## src/rtl/usb_rst_pkg.sv

```systemverilog
package usb_rst_pkg;
  typedef enum logic [1:0] {
    LS_SE0 = 2'b00,
    LS_K   = 2'b01,
    LS_J   = 2'b10,
    LS_SE1 = 2'b11
  } line_state_e;

  typedef enum logic {
    SPD_LOW  = 1'b0,
    SPD_FAST = 1'b1
  } speed_e;
endpackage

```

## src/rtl/usb_line_state.sv

```systemverilog
module usb_line_state
  import usb_rst_pkg::*;
(
  input  logic        dp_i,
  input  logic        dm_i,
  output line_state_e state_o,
  output logic        se0_o
);
  always_comb begin
    state_o = line_state_e'({dp_i, dm_i});
    se0_o   = (state_o == LS_SE0);
  end
endmodule

```

## src/rtl/usb_se0_timer.sv

```systemverilog
module usb_se0_timer
  import usb_rst_pkg::*;
#(
  parameter int unsigned LS_MIN_BITS = 4,
  parameter int unsigned HS_MIN_BITS = 32,
  localparam int unsigned SAT_BITS = (HS_MIN_BITS > LS_MIN_BITS) ? HS_MIN_BITS : LS_MIN_BITS,
  localparam int unsigned CNT_W    = $clog2(SAT_BITS + 1)
) (
  input  logic   clk_i,
  input  logic   rst_ni,
  input  logic   se0_i,
  input  logic   active_i,
  input  logic   tick_i,
  input  speed_e speed_i,
  output logic   qual_o
);
  localparam logic [CNT_W-1:0] LS_THR = CNT_W'(LS_MIN_BITS);
  localparam logic [CNT_W-1:0] HS_THR = CNT_W'(HS_MIN_BITS);
  localparam logic [CNT_W-1:0] SAT    = CNT_W'(SAT_BITS);

  logic [CNT_W-1:0] cnt_q, cnt_inc, thr;
  logic             run;

  always_comb begin
    run     = se0_i && active_i;
    thr     = (speed_i == SPD_FAST) ? HS_THR : LS_THR;
    cnt_inc = (cnt_q == SAT) ? cnt_q : cnt_q + CNT_W'(1);
    qual_o  = run && tick_i && (cnt_inc >= thr);
  end

  always_ff @(posedge clk_i or negedge rst_ni) begin
    if (!rst_ni)      cnt_q <= '0;
    else if (!run)    cnt_q <= '0;
    else if (tick_i)  cnt_q <= cnt_inc;
  end
endmodule

```

## src/rtl/usb_reset_ctrl.sv

```systemverilog
module usb_reset_ctrl (
  input  logic clk_i,
  input  logic rst_ni,
  input  logic qual_i,
  input  logic se0_i,
  output logic pulse_o,
  output logic active_o,
  output logic clr_o
);
  logic pulse_q, active_q, clr_q, fire;

  // active_q doubles as the one-shot guard for the interval
  assign fire = qual_i && !active_q;

  always_ff @(posedge clk_i or negedge rst_ni) begin
    if (!rst_ni) begin
      pulse_q  <= 1'b0;
      active_q <= 1'b0;
      clr_q    <= 1'b0;
    end else begin
      pulse_q <= fire;
      clr_q   <= active_q && !se0_i;
      if (fire)        active_q <= 1'b1;
      else if (!se0_i) active_q <= 1'b0;
    end
  end

  assign pulse_o  = pulse_q;
  assign active_o = active_q;
  assign clr_o    = clr_q;
endmodule

```

## src/rtl/usb_bus_reset_detector.sv

```systemverilog
module usb_bus_reset_detector
  import usb_rst_pkg::*;
#(
  parameter int unsigned LS_MIN_BITS = 4,
  parameter int unsigned HS_MIN_BITS = 32
) (
  input  logic clk_i,
  input  logic rst_ni,
  input  logic dp_i,
  input  logic dm_i,
  input  logic bit_tick_i,
  input  logic speed_i,
  input  logic dev_active_i,
  output logic bus_reset_o,
  output logic reset_active_o,
  output logic addr_cfg_clr_o
);
  line_state_e line_state;
  logic        se0, qual;

  usb_line_state u_line (
    .dp_i    (dp_i),
    .dm_i    (dm_i),
    .state_o (line_state),
    .se0_o   (se0)
  );

  usb_se0_timer #(
    .LS_MIN_BITS (LS_MIN_BITS),
    .HS_MIN_BITS (HS_MIN_BITS)
  ) u_timer (
    .clk_i    (clk_i),
    .rst_ni   (rst_ni),
    .se0_i    (se0),
    .active_i (dev_active_i),
    .tick_i   (bit_tick_i),
    .speed_i  (speed_e'(speed_i)),
    .qual_o   (qual)
  );

  usb_reset_ctrl u_ctrl (
    .clk_i    (clk_i),
    .rst_ni   (rst_ni),
    .qual_i   (qual),
    .se0_i    (se0),
    .pulse_o  (bus_reset_o),
    .active_o (reset_active_o),
    .clr_o    (addr_cfg_clr_o)
  );

  logic unused_state;
  assign unused_state = ^line_state;
endmodule

```

## config.mk

```make
export PLATFORM = sky130hd
export DESIGN_NAME = usb_bus_reset_detector
export DESIGN_NICKNAME = d
export VERILOG_FILES = /design/src/rtl/usb_rst_pkg.sv /design/src/rtl/usb_line_state.sv /design/src/rtl/usb_se0_timer.sv /design/src/rtl/usb_reset_ctrl.sv /design/src/rtl/usb_bus_reset_detector.sv
export SDC_FILE = /design/constraint.sdc
export NUM_CORES = 1
export LEC_CHECK = 0
export BUFFER_PORTS_ARGS = -buffer_cell sky130_fd_sc_hd__buf_2
export CELL_PAD_IN_SITES_DETAIL_PLACEMENT = 0
export CELL_PAD_IN_SITES_GLOBAL_PLACEMENT = 1
export CORE_UTILIZATION = 43
export CTS_CLUSTER_DIAMETER = 40
export CTS_CLUSTER_SIZE = 30
export DETAILED_ROUTE_END_ITERATION = 7
export PLACE_DENSITY = 0.8
export RECOVER_POWER = 100
export SETUP_SLACK_MARGIN = 0.05
export SKIP_CTS_REPAIR_TIMING = 1
export SLEW_MARGIN = 5
export SYNTH_ARGS = -nofsm -noshare
export SYNTH_HDL_FRONTEND = slang
export SYNTH_HIERARCHICAL = 1
export SYNTH_SLANG_ARGS = --single-unit
export TNS_END_PERCENT = 10
```

## constraint.sdc

```tcl
create_clock -name clk_i -period 4.1 [get_ports clk_i]
set_input_delay 0 -clock clk_i [delete_from_list [all_inputs] [get_ports clk_i]]
set_output_delay 0 -clock clk_i [all_outputs]
set_load 0.02 [all_outputs]
```

==> results.md <==
* Synthesis-to-layout area growth at 9.48%
* Clock transition at path regs at 0.06 ns
* Final nets at 86
* Core box area at 1300 sq um
* CTS tree: yes
* Vias in the first global route at 404
* Largest net degree at the start of global routing at 10
* Num CTS Buffers at 3
* First-pass GRT wire length at 1610 microns
* WP data arrival at roughly 2.4 ns
* Post-layout power at between 0.15 and 0.2 mW
* Min-delay worst type: in2reg
* Tcrit/Tclk final at 54.3%
* Worst-skew pair later-pin latency at 0.26 ns
* Peak VDD IR at approximately 0.0002 V
* Die Height at roughly 40 microns
* Wire length per cell at about 12 microns
* Syn. warnings at 6
* Final Max Tran Viols at 0
* P per Cell Area at 257 nW/um^2
* Worst Path Required at 4.24 ns
* Pre-CTS setup slack at 1.93 ns
* Worst Clk Skew at 0.00333 ns
* Final Worst Setup Slack at approximately 1.9 ns
* Share of cells above drive strength 1 at 12.2%
* Max_cap viols at 0
* Avg Inst Size Synth at 9.63 sq um
* Min Clock Period, post-route at 2.23 ns
* GPL Wtd Cong at 0.753
* DRT antenna net count at 0
* Die X-Extent at 39.6 microns
* Crit path max fanout at 8
* Leakage power at around 0.3 nW
* Worst Tran Pin Value at 0.482 ns
* HPWL after detailed placement at 815 microns
* Startpoint types: flip-flop
* Vias/cell at 5.18
* Post-Syn Nets at 74
* WL final at 1060 microns
* Drt first-iter violations at 8
* Core Util, Final at around half
* CP Class: reg2reg
* IO buf count at 9
* I/O pin count at 10
* Initial Util at ~47%
* GRT Total Usage at between 10% and 20%
* Synth Cell Area at 607 sq um
* Clk sinks at 9
* GRT Residual Overflow at 0
* Cell count after synthesis at 63
* Relative slew slack at 67.9%
* Detailed-route DRC error count at 0
* RSZ-0062 raised after global routing: false
* Final setup vio count at 0
* Fill count at 138
* CTS H-tree depth at 1
* Crit-path cells: and3_1 > nand3_1 > xnor2_1 > ha_1 > o21ai_0 > nor2_1 > a32o_1 > mux2_1
* Final std cells w/o fill at 89
* Fin. Hold Viols at 0
* DR vias at 461
* # placed instances at 84
* Setup crit end kind: flip-flop
* Max frequency at approximately 450 MHz
* Initial antenna violation count at 0
* Root buffer cell: clkbuf_4
* Slowest cell on the critical path: dfrtp_1
* Drt first pass iters at 4
* N_diodes at 0
* Status: finished clean
* Rows at 13
* Max clock buf depth at 2
* Largest stage delay, worst path at slightly above 0.5 ns
* Die Area at ~1600 sq um
* Setup TNS Final at 0 ns
## final timing paths
| check | start | end | slack [ns] | depth (start not counted) |
|---|---|---|---|---|
| hold / removal | dm_i | u_ctrl/clr_o | 0.01 | 3 |
| setup / recovery | u_timer/cnt_q[2] | u_ctrl/active_o | 1.87 | 8 |
| hold reg to reg | u_ctrl/active_o | u_ctrl/clr_o | 0.55 | 1 |
| max in group asynchronous | rst_ni | u_timer/cnt_q[1] | 3.56 | 2 |
| setup reg to reg | u_timer/cnt_q[2] | u_ctrl/active_o | 1.87 | 8 |
| min in group asynchronous | rst_ni | u_timer/cnt_q[2] | 0.21 | 2 |
## layout make-up
cell class	instances	area, sq um	area share (%)
clock buffer	4	26.3	3.95
timing repair buffer	10	50.0	7.53
sequential	9	225	33.9
multi-input combinational	48	333	50.1
tap	15	18.8	2.82
inverter	3	11.3	1.69
## sequential cells by signal, summed over array words and instances, names as in the netlist
register,cells
u_ctrl/active_o,1
u_ctrl/clr_o,1
u_ctrl/pulse_o,1
u_timer/cnt_q,6
## cells in the final DEF (no fill, tap or decap), drive strengths merged
cell type    instances
buf                  5
mux2i                1
dfrtp                9
a21oi                1
nor2b                1
xor2                 5
nand2                5
clkbuf               8
nand4b               2
o211ai               1
and3b                1
dlygate4sd3          1
and2b                1
and3                 1
o21ai                1
nor2                10
nand4                2
a21boi               1
nand3                3
xnor2                4
mux2                 1
nand3b               1
a32o                 1
ha                   4
inv                  3
a211oi               1
## metrics by stage
stage | cell area (sq um) | hold slack, ns
detailed placement | 648 | -0.141
global route | 664 | 0.0140
CTS | 674 | -0.423
global placement | 648 | -0.144
finish | 664 | 0.0113
floorplan | 607 | -0.296
## per-layer routing
layer / wire length (microns) / GRT usage, %
met2: 499 / 23.8
met1: 522 / 21.0
met5: 0 / 0
met4: 0 / 2.59
met3: 42 / 8.52
## worst max-delay path, delay by kind of cell, from the launching register on
| family | cells | cell delay [ns] |
|---|---|---|
| AOI/OAI and AO/OA | 2 | 0.42 |
| xor gates and xnor gates | 1 | 0.15 |
| adders and majority gates | 1 | 0.28 |
| DFF | 1 | 0.51 |
| muxes | 1 | 0.28 |
| and+or+nand+nor | 3 | 0.46 |
## where the power goes
part / switching, mW / leakage [nW] / total (mW) / internal (mW)
clock network: 0.0297 / 0.0150 / 0.0671 / 0.0374
logic: 0.00770 / 0.159 / 0.0136 / 0.00587
registers: 0.000817 / 0.125 / 0.0903 / 0.0895
Note: power is estimated with default switching activity, not from simulation.
